`src/rtl/ftx_sched_pkg.sv`:
```
package ftx_sched_pkg;
    typedef enum logic [1:0] {
        CM_WINDOW = 2'd0,
        CM_RATE   = 2'd1,
        CM_GRANT  = 2'd2
    } credit_mode_e;
endpackage

```
`src/rtl/ftx_seg_fifo.sv`:
```
module ftx_seg_fifo #(
    parameter int DEPTH = 4,
    parameter int DW    = 8
) (
    input  logic          clk,
    input  logic          rst_n,
    input  logic          push,
    input  logic          pop,
    input  logic [DW-1:0] din,
    output logic [DW-1:0] dout,
    output logic          nonempty
);
    localparam int AW = (DEPTH > 1) ? $clog2(DEPTH) : 1;
    localparam logic [AW:0]   FULL_C = (AW+1)'(DEPTH);
    localparam logic [AW-1:0] LAST_C = AW'(DEPTH - 1);

    typedef struct packed {
        logic [AW-1:0] wr;
        logic [AW-1:0] rd;
        logic [AW:0]   cnt;
    } fifo_st_t;

    fifo_st_t s_d, s_q;
    logic [DW-1:0] mem_q [DEPTH];
    logic push_ok;

    always_comb begin
        s_d     = s_q;
        push_ok = push && (s_q.cnt != FULL_C);
        if (push_ok) s_d.wr = (s_q.wr == LAST_C) ? '0 : s_q.wr + 1'b1;
        if (pop)     s_d.rd = (s_q.rd == LAST_C) ? '0 : s_q.rd + 1'b1;
        s_d.cnt = s_q.cnt + (push_ok ? 1'b1 : 1'b0) - (pop ? 1'b1 : 1'b0);
    end

    always_ff @(posedge clk or negedge rst_n) begin
        if (!rst_n) s_q <= '0;
        else        s_q <= s_d;
    end

    always_ff @(posedge clk) begin
        if (push_ok) mem_q[s_q.wr] <= din;
    end

    assign dout     = mem_q[s_q.rd];
    assign nonempty = (s_q.cnt != '0);

    a_r2_no_overflow: assert property (@(posedge clk) disable iff (!rst_n)
        s_q.cnt <= FULL_C);
    a_r2_pop_nonempty: assert property (@(posedge clk) disable iff (!rst_n)
        pop |-> (s_q.cnt != '0));
endmodule

```
`src/rtl/ftx_credit_unit.sv`:
```
module ftx_credit_unit
    import ftx_sched_pkg::*;
#(
    parameter credit_mode_e MODE = CM_WINDOW,
    parameter int CW         = 16,
    parameter int SEG_BYTES  = 100,
    parameter int WIN_MAX    = 400,
    parameter int RATE_BYTES = 50,
    parameter int BURST_MAX  = 300
) (
    input  logic          clk,
    input  logic          rst_n,
    input  logic          send,
    input  logic          ack,
    input  logic          cn,
    input  logic          tick,
    input  logic          grant,
    input  logic [CW-1:0] grant_bytes,
    output logic          eligible
);
    localparam logic [CW-1:0] SEG_C   = CW'(SEG_BYTES);
    localparam logic [CW-1:0] WIN_C   = CW'(WIN_MAX);
    localparam logic [CW-1:0] RATE_C  = CW'(RATE_BYTES);
    localparam logic [CW-1:0] BURST_C = CW'(BURST_MAX);
    localparam logic [CW-1:0] ACC_RST = (MODE == CM_WINDOW) ? SEG_C : '0;

    typedef struct packed {
        logic [CW-1:0] acc;   // window (window mode) or byte credit
        logic [CW-1:0] infl;  // bytes in flight (window mode only)
    } cred_st_t;

    cred_st_t s_d, s_q;

    generate
        if (MODE == CM_WINDOW) begin : g_window
            logic [CW:0] need;
            logic unused_ok;
            assign unused_ok = ^{tick, grant, grant_bytes};
            always_comb begin
                s_d      = s_q;
                need     = {1'b0, s_q.infl} + {1'b0, SEG_C};
                eligible = (need <= {1'b0, s_q.acc});
                if (send) s_d.infl = s_q.infl + SEG_C;
                if (ack && (s_q.infl >= SEG_C)) s_d.infl = s_d.infl - SEG_C;
                if (ack) s_d.acc = (s_q.acc > WIN_C - SEG_C) ? WIN_C : s_q.acc + SEG_C;
                if (cn)  s_d.acc = ((s_q.acc >> 1) < SEG_C) ? SEG_C : (s_q.acc >> 1);
            end
            a_r5_window_bounds: assert property (@(posedge clk) disable iff (!rst_n)
                (s_q.acc >= SEG_C) && (s_q.acc <= WIN_C));
            a_r3_send_fits: assert property (@(posedge clk) disable iff (!rst_n)
                send |-> ({1'b0, s_q.infl} + {1'b0, SEG_C} <= {1'b0, s_q.acc}));
        end else if (MODE == CM_RATE) begin : g_rate
            logic [CW-1:0] base;
            logic [CW:0]   sum;
            logic unused_ok;
            assign unused_ok = ^{ack, cn, grant, grant_bytes};
            always_comb begin
                s_d      = s_q;
                eligible = (s_q.acc >= SEG_C);
                base     = s_q.acc - (send ? SEG_C : '0);
                sum      = {1'b0, base} + {1'b0, RATE_C};
                s_d.acc  = base;
                if (tick) s_d.acc = (sum > {1'b0, BURST_C}) ? BURST_C : sum[CW-1:0];
            end
            a_r6_burst_cap: assert property (@(posedge clk) disable iff (!rst_n)
                s_q.acc <= BURST_C);
            a_r3_send_covered: assert property (@(posedge clk) disable iff (!rst_n)
                send |-> (s_q.acc >= SEG_C));
        end else begin : g_grant
            logic [CW-1:0] base;
            logic [CW:0]   sum;
            logic unused_ok;
            assign unused_ok = ^{ack, cn, tick};
            always_comb begin
                s_d      = s_q;
                eligible = (s_q.acc >= SEG_C);
                base     = s_q.acc - (send ? SEG_C : '0);
                sum      = {1'b0, base} + {1'b0, grant_bytes};
                s_d.acc  = base;
                if (grant) s_d.acc = sum[CW] ? '1 : sum[CW-1:0];
            end
            a_r3_send_covered: assert property (@(posedge clk) disable iff (!rst_n)
                send |-> (s_q.acc >= SEG_C));
            a_r7_grant_grows: assert property (@(posedge clk) disable iff (!rst_n)
                (grant && !send) |=> (s_q.acc >= $past(s_q.acc)));
        end
    endgenerate

    always_ff @(posedge clk or negedge rst_n) begin
        if (!rst_n) begin
            s_q.acc  <= ACC_RST;
            s_q.infl <= '0;
        end else begin
            s_q <= s_d;
        end
    end
endmodule

```
`src/rtl/ftx_rr_pick.sv`:
```
module ftx_rr_pick #(
    parameter int N  = 4,
    parameter int FW = 2
) (
    input  logic [N-1:0]  req,
    input  logic [FW-1:0] last,
    output logic [N-1:0]  gnt,
    output logic [FW-1:0] idx,
    output logic          any
);
    always_comb begin
        gnt = '0;
        idx = '0;
        any = 1'b0;
        for (int i = 1; i <= N; i++) begin
            if (!any && req[FW'((int'(last) + i) % N)]) begin
                any = 1'b1;
                idx = FW'((int'(last) + i) % N);
                gnt[FW'((int'(last) + i) % N)] = 1'b1;
            end
        end
    end
endmodule

```
`src/rtl/ftx_sched.sv`:
```
module ftx_sched
    import ftx_sched_pkg::*;
#(
    parameter credit_mode_e MODE = CM_WINDOW,
    parameter int NUM_FLOWS   = 4,
    parameter int SEG_ID_W    = 8,
    parameter int QDEPTH      = 4,
    parameter int CREDIT_W    = 16,
    parameter int SEG_BYTES   = 100,
    parameter int WIN_MAX     = 400,
    parameter int RATE_BYTES  = 50,
    parameter int BURST_MAX   = 300,
    parameter int TICK_PERIOD = 8,
    localparam int FW = $clog2(NUM_FLOWS),
    localparam int TW = $clog2(TICK_PERIOD)
) (
    input  logic                clk,
    input  logic                rst_n,
    input  logic                enq_valid,
    input  logic [FW-1:0]       enq_flow,
    input  logic [SEG_ID_W-1:0] enq_seg,
    input  logic                ack_valid,
    input  logic [FW-1:0]       ack_flow,
    input  logic                cn_valid,
    input  logic [FW-1:0]       cn_flow,
    input  logic                grant_valid,
    input  logic [FW-1:0]       grant_flow,
    input  logic [CREDIT_W-1:0] grant_bytes,
    output logic                tx_valid,
    output logic [FW-1:0]       tx_flow,
    output logic [SEG_ID_W-1:0] tx_seg,
    output logic                done_valid,
    output logic [FW-1:0]       done_flow,
    output logic [SEG_ID_W-1:0] done_seg
);
    localparam logic [TW-1:0] TICK_LAST = TW'(TICK_PERIOD - 1);
    localparam logic [FW-1:0] RR_RST    = FW'(NUM_FLOWS - 1);

    typedef struct packed {
        logic [FW-1:0]       rr_last;
        logic [TW-1:0]       tick_cnt;
        logic                tx_v;
        logic [FW-1:0]       tx_f;
        logic [SEG_ID_W-1:0] tx_s;
        logic                dn_v;
        logic [FW-1:0]       dn_f;
        logic [SEG_ID_W-1:0] dn_s;
    } top_st_t;

    top_st_t s_d, s_q;
    logic [NUM_FLOWS-1:0] nonempty, cred_ok, elig, gnt;
    logic [SEG_ID_W-1:0]  head [NUM_FLOWS];
    logic [FW-1:0]        pick_idx;
    logic                 pick_any;
    logic                 tick;

    assign tick = (s_q.tick_cnt == TICK_LAST);

    for (genvar i = 0; i < NUM_FLOWS; i++) begin : g_flow
        ftx_seg_fifo #(.DEPTH(QDEPTH), .DW(SEG_ID_W)) u_q (
            .clk      (clk),
            .rst_n    (rst_n),
            .push     (enq_valid && (enq_flow == FW'(i))),
            .pop      (gnt[i]),
            .din      (enq_seg),
            .dout     (head[i]),
            .nonempty (nonempty[i])
        );
        ftx_credit_unit #(
            .MODE(MODE), .CW(CREDIT_W), .SEG_BYTES(SEG_BYTES), .WIN_MAX(WIN_MAX),
            .RATE_BYTES(RATE_BYTES), .BURST_MAX(BURST_MAX)
        ) u_cred (
            .clk         (clk),
            .rst_n       (rst_n),
            .send        (gnt[i]),
            .ack         (ack_valid && (ack_flow == FW'(i))),
            .cn          (cn_valid && (cn_flow == FW'(i))),
            .tick        (tick),
            .grant       (grant_valid && (grant_flow == FW'(i))),
            .grant_bytes (grant_bytes),
            .eligible    (cred_ok[i])
        );
        assign elig[i] = nonempty[i] && cred_ok[i];
    end

    ftx_rr_pick #(.N(NUM_FLOWS), .FW(FW)) u_pick (
        .req  (elig),
        .last (s_q.rr_last),
        .gnt  (gnt),
        .idx  (pick_idx),
        .any  (pick_any)
    );

    always_comb begin
        s_d          = s_q;
        s_d.tick_cnt = tick ? '0 : s_q.tick_cnt + 1'b1;
        s_d.tx_v     = pick_any;
        s_d.tx_f     = pick_idx;
        s_d.tx_s     = head[pick_idx];
        if (pick_any) s_d.rr_last = pick_idx;
        s_d.dn_v     = s_q.tx_v;
        s_d.dn_f     = s_q.tx_f;
        s_d.dn_s     = s_q.tx_s;
    end

    always_ff @(posedge clk or negedge rst_n) begin
        if (!rst_n) begin
            s_q         <= '0;
            s_q.rr_last <= RR_RST;
        end else begin
            s_q <= s_d;
        end
    end

    assign tx_valid   = s_q.tx_v;
    assign tx_flow    = s_q.tx_f;
    assign tx_seg     = s_q.tx_s;
    assign done_valid = s_q.dn_v;
    assign done_flow  = s_q.dn_f;
    assign done_seg   = s_q.dn_s;

    a_r4_one_grant: assert property (@(posedge clk) disable iff (!rst_n)
        $onehot0(gnt));
    a_r3_grant_eligible: assert property (@(posedge clk) disable iff (!rst_n)
        (gnt & ~elig) == '0);
    a_r8_done_echo: assert property (@(posedge clk) disable iff (!rst_n)
        tx_valid |=> (done_valid && done_flow == $past(tx_flow) && done_seg == $past(tx_seg)));
    a_r6_tick_range: assert property (@(posedge clk) disable iff (!rst_n)
        s_q.tick_cnt <= TICK_LAST);
endmodule

```
`config.mk`:
```
export PLATFORM = sky130hd
export DESIGN_NAME = ftx_sched
export DESIGN_NICKNAME = d
export VERILOG_FILES = /design/src/rtl/ftx_sched_pkg.sv /design/src/rtl/ftx_seg_fifo.sv /design/src/rtl/ftx_credit_unit.sv /design/src/rtl/ftx_rr_pick.sv /design/src/rtl/ftx_sched.sv
export SDC_FILE = /design/constraint.sdc
export NUM_CORES = 1
export LEC_CHECK = 0
export ABC_CLOCK_PERIOD_IN_PS = 7100
export CORE_MARGIN = 2
export CORE_UTILIZATION = 63
export CTS_CLUSTER_DIAMETER = 60
export DETAILED_ROUTE_END_ITERATION = 10
export HOLD_SLACK_MARGIN = 0.15
export PLACE_DENSITY = 0.82
export SLEW_MARGIN = 20
export SYNTH_ARGS = -nofsm -noshare
export SYNTH_HDL_FRONTEND = slang
export SYNTH_HIERARCHICAL = 1
export SYNTH_SLANG_ARGS = --single-unit
```
`constraint.sdc`:
```
create_clock -name clk -period 7.1 [get_ports clk]
set_input_delay 0.71 -clock clk [delete_from_list [all_inputs] [get_ports clk]]
set_output_delay 0.71 -clock clk [all_outputs]
set_load 0.01 [all_outputs]
```
=== Yosys cells after proc, flatten, opt, wreduce, memory -nomap -nowiden ===
Memories as Yosys holds them, arrays and structs flattened.
Cells that the tools add are included.
Widths: inputs -> output; s select.

* Register bits: 180
* RAM bits: 128
* Input port bits: 38
* Output and inout port bits: 22
* Word-level logic and storage cells: 245
* Memories: 4

* $add $sub $neg: 36
* Order comparisons: 25
* Equal/unequal tests: 21
* Muxes and demuxes: 83
* Bitwise operators: 4
* Reductions and logical operators: 45

{| class="wikitable"
|+ Memory list
! name !! depth !! width !! rd ports !! clocked after memory_dff !! wr ports !! line !! source
|-
| g_flow[0].u_q.mem_q || 4 || 8 || 1 || 0 || 1 || ftx_seg_fifo.sv:24 || <nowiki>logic [DW-1:0] mem_q [DEPTH];</nowiki>
|-
| g_flow[1].u_q.mem_q || 4 || 8 || 1 || 0 || 1 || ftx_seg_fifo.sv:24 ||
|-
| g_flow[2].u_q.mem_q || 4 || 8 || 1 || 0 || 1 || ftx_seg_fifo.sv:24 ||
|-
| g_flow[3].u_q.mem_q || 4 || 8 || 1 || 0 || 1 || ftx_seg_fifo.sv:24 ||
|}

{| class="wikitable"
|+ Operators by type and width
! kind !! number
|-
| $mux 16 || 20
|-
| $add 16x7->16 const B || 8
|-
| $add 16x7->17 const B || 4
|-
| $le 17x16->1 || 4
|-
| $ge 16x7->1 const B || 4
|-
| $gt 16x9->1 const B || 4
|-
| $sub 16x7->16 const B || 4
|-
| $lt 15x7->1 const B || 4
|-
| $mux 15 || 4
|-
| $mux 1 || 32
|-
| $logic_and 1x1->1 || 31
|-
| $eq 2x2->1 const B || 14
|-
| $mux 2 || 12
|-
| $add 2x1->2 const B || 10
|-
| $bmux 8 s2 || 1
|-
| $lt 2x4->1 const B || 4
|-
| $mux 4 || 4
|-
| $mux 8 || 2
|-
| $add 3x3->3 || 4
|-
| $ne 3x3->1 const B || 4
|-
| $or 4x4->4 || 3
|-
| $reduce_bool 3->1 || 4
|-
| $sub 3x3->3 || 4
|-
| $bmux 1 s2 || 4
|-
| 9 further kinds || 25
|}

=== Longest topological paths before layout ===
* Depth after elaboration: 20
* Gate-level depth with buffers: 26
* Mapped depth without buffers: 25

=== By module ===
The synthesis kept the hierarchy.

{| class="wikitable"
|+ By module, submodules not included
! module !! instances !! cells each !! area an instance (sq um) !! seq. area each (sq um)
|-
| ftx_credit_unit (g_flow[0].u_cred ...) || 3 || 272 || 2521.2 || 754.5
|-
| ftx_seg_fifo (g_flow[0].u_q ...) || 3 || 78 || 1589.0 || 1136.1
|-
| ftx_credit_unit (g_flow[3].u_cred) || 1 || 288 || 2497.4 || 754.5
|-
| ftx_seg_fifo (g_flow[3].u_q) || 1 || 83 || 1607.8 || 1136.1
|-
| ftx_sched || 1 || 82 || 1226.2 || 678.2
|-
| ftx_rr_pick || 1 || 60 || 494.2 || 0.0
|}

=== Worst setup path after synthesis ===
Ideal clock, no wire load.

* Path kind: reg2reg
* Start: register g_flow[2].u_cred/s_q[3] (netlist name)
* End: register g_flow[2].u_cred/s_q[12] (netlist name)
* Library setup time: 0.127 ns
* Arrival time: 5.892 ns
* Required time: 6.973 ns
* Path slack: 1.080 ns
* Stages on the path, launching flop included: 26
* Buffers on the path: 1
* Period minus slack after synthesis: 6.020 ns
* Cells stage by stage: dfrtp_1 ha_1 a211oi_1 nor2_1 and4_1 xor2_1 ha_1 nand4_1 nor2b_1 nand2_1 o221ai_1 a31oi_1 o22a_1 and2_1 mux4_2 nor2_1 a31oi_1 o21ai_0 buf_6 mux2i_1 ha_1 a32o_1 a211oi_4 a211oi_4 mux2_4 xor2_2

{| class="wikitable"
|+ RTL lines
! element !! line !! source
|-
| start, declared || ftx_credit_unit.sv:32 || <nowiki>cred_st_t s_d, s_q;</nowiki>
|}

==> flow_metrics.tcl <==
set metrics [dict create \
    cts.sink_count 300 \
    track_usage_pct 25.9 \
    worst_setup_path_start_kind "flip-flop" \
    synth_area_per_cell_um2 11.6 \
    fp.coreArea_um2 28000 \
    crit_arrival_ps 7050 \
    place_congestion 0.892 \
    hp-class "input port to async pin" \
    fin_nets 1712 \
    fin_cells 1963 \
    hold_buffers 0 \
    r2r-end "g_flow[0].u_cred/s_q[12]" \
    drc_errors 1 \
    critPathTopFamily "compound AO/OA/AOI/OAI gates" \
    cts_max_path_buffers 3 \
    worst-path-buf-inv 0 \
    relSlewSlack_pct 43.8 \
    r2r_cells 24 \
    cts_max_level 2 \
    min_period_over_period_pct 93.5 \
    syn2layout_area_growth_pct 8.36 \
    grt_antenna_before_repair 0 \
    drive_above_1_share_pct 12.7 \
    clk_latency_ps 540 \
    reg2reg_from "g_flow[2].u_cred/s_q[2]" \
    min_period_ps 6640 \
    via_count 12400 \
    wl_per_cell_um 19.6 \
    io_buffers 40 \
    vias_per_cell 6.30 \
    clock_skew_ps 15.7 \
    cts_tree "built" \
    leakagePower_nw 7.50 \
    failed_checks "design-rule violations" \
    syn-cell-area_um2 18000 \
    endpoint_kind "flip-flop" \
    grt_pass1_vias 12400 \
    routed_wl_um 38500 \
    diodes 0 \
    clock.fmax_mhz 151 \
    nFillCells 1970 \
    clockRootBuffer "clkbuf_16" \
    worstPathMaxFanout 9 \
    netlist_instances 1553 \
    reg2reg_slack_ps 460 \
    regArea_um2 8170 \
    grt_max_degree 94 \
    place_inst 1899 \
    setup.worst_path.class "flip-flop to flip-flop" \
    whs_ps 270 \
    drtAntennaViolNets 0 \
    status "finished, violations left" \
    row_count 61 \
    cts-buffers-inserted 35 \
    dr.pass1.iters 9 \
    dpl_worst_slack_ps 337 \
    grt_pass1_wl_um 63600 \
    drtIter0Drc 1029 \
    overflow 0 \
    path_clk_slew_ps 60 \
    ys_warn_count 6 \
    vdd_ir_drop_max_mv 0.320 \
    fp.dieW_um 173 \
    critPathMaxStageDelay_ps 490 \
    place_hpwl_um 26300 \
    required_ps 7510 \
    met1_length_um 16200 \
    fp.dieH_um 173 \
    final_core_util_pct 69.7 \
    setup_viol 0 \
    path_common_cell "ha_1" \
    multi_input_area_um2 8810 \
    report.final.slew_viol_count 0 \
    ios 60 \
    power_mw 7.48 \
    dr_wl_met3_um 2190 \
    routed.top_layer "met4" \
    tightest_slew_ps 843 \
    start_util_pct 64.3 \
    power.density_nw_per_um2 383 \
    dieArea_um2 30000 \
    hold_viol_final 0 \
    cap_violations 0 \
    crit_chain "ha_1 -> a211oi_1 -> nor2_1 -> nand2_1 -> xnor2_1 -> ha_1 -> a21o_1 -> a21o_1 -> a2111oi_0 -> o221ai_1 -> a31oi_1 -> o22a_1 -> and2_1 -> mux4_2 -> nor2b_1 -> a22oi_1 -> o21ai_2 -> mux2i_1 -> ha_1 -> a32o_1 -> a211oi_4 -> a211oi_4 -> mux2_4 -> xor2_2" \
    syn-num-nets 1707 \
    slowest_stage "dfrtp_1" \
    wl_met2_um 19000 \
    setup_ws_ps 458 \
]
## state kept, by name (all words and copies together) (netlist names)
signal             count
done_flow              2
done_seg               8
done_valid             1
g_flow.u_cred/s_q    120
g_flow.u_q/mem_q     128
g_flow.u_q/s_q        28
s_q                    2
tx_flow                2
tx_seg                 8
tx_valid               1
## worst register-to-register path, stage by stage (launching register included)
cell and delay, ps:
dfrtp_1 490, ha_1 330, a211oi_1 430, nor2_1 180, nand2_1 120, xnor2_1 140, ha_1 280, a21o_1 160
a21o_1 170, a2111oi_0 400, o221ai_1 200, a31oi_1 200, o22a_1 200, and2_1 260, mux4_2 360, nor2b_1 280
a22oi_1 150, o21ai_2 470, mux2i_1 190, ha_1 260, a32o_1 300, a211oi_4 340, a211oi_4 130, mux2_4 340
xor2_2 140
## how the worst max path moves through the flow
stage / start / to / cells after the start / slack, ps
after floorplan: g_flow[2].u_cred/s_q[3] / g_flow[2].u_cred/s_q[12] / 25 / 1080
after global placement: g_flow[0].u_cred/s_q[2] / g_flow[0].u_cred/s_q[12] / 24 / 400
after detailed placement: g_flow[0].u_cred/s_q[2] / g_flow[0].u_cred/s_q[12] / 24 / 340
after CTS: g_flow[0].u_cred/s_q[2] / g_flow[0].u_cred/s_q[12] / 24 / 210
after global routing: g_flow[0].u_cred/s_q[3] / g_flow[0].u_cred/s_q[12] / 24 / -20
final: g_flow[2].u_cred/s_q[2] / g_flow[0].u_cred/s_q[12] / 24 / 460
## per-layer routing
metal,vias to the layer above,global-route usage (%)
met1,6139,34.4
met5,-,0
met2,406,44.0
met4,0,8.62
met3,74,3.56
li1,5745,-
## timing repair
action	in CTS	in global routing
endpoints found under the setup margin	0	27
setup buffers	0	0
gates resized for setup	0	7
endpoints found under the hold margin	0	0
## power by group
group | switching [mW] | internal (mW) | total (mW)
logic | 1.48 | 1.33 | 2.82
clock network | 0.751 | 1.06 | 1.81
registers | 0.630 | 2.22 | 2.85
total | 2.86 | 4.61 | 7.48
## metrics by stage
step | TNS (ps) | cell area [µm²]
after floorplan | 0 | 18000
after global placement | 0 | 18300
after detailed placement | 0 | 18300
after CTS | 0 | 19500
after global routing | -17.4 | 19500
final | 0 | 19500
## placed cells by master (no fill, tap or decap), types with 7 or more instances in the layout
cell type / instances
dfrtp_1: 157
a221oi_1: 11
o21ai_0: 56
a211oi_1: 7
nor2_1: 76
inv_1: 104
and2_1: 26
nor3b_1: 8
and3_1: 23
a21oi_1: 43
and3b_1: 9
o21a_1: 7
nand4_1: 26
a22o_1: 12
nor3_1: 22
ha_1: 112
xor2_1: 44
xnor2_1: 106
mux2_2: 17
a21o_1: 22
o311ai_0: 7
nand2_1: 84
mux4_2: 43
clkdlybuf4s50_1: 39
nor4_1: 18
nand3_1: 48
nor2b_1: 17
and4_1: 10
dfstp_2: 14
a31oi_1: 20
or3_1: 10
clkbuf_16: 35
buf_4: 14
a22oi_1: 11
edfxtp_1: 128
o22ai_1: 18
mux2i_1: 13
## final cells by class
class                      count  area share (%)
timing repair buffer          55            2.65
inverter                     104            2.00
clock inverter                24            1.26
clock buffer                  40            4.74
tap                          378            2.42
multi-input combinational   1062            45.1
sequential                   300            41.8
Note: power is estimated with default switching activity, not from simulation.
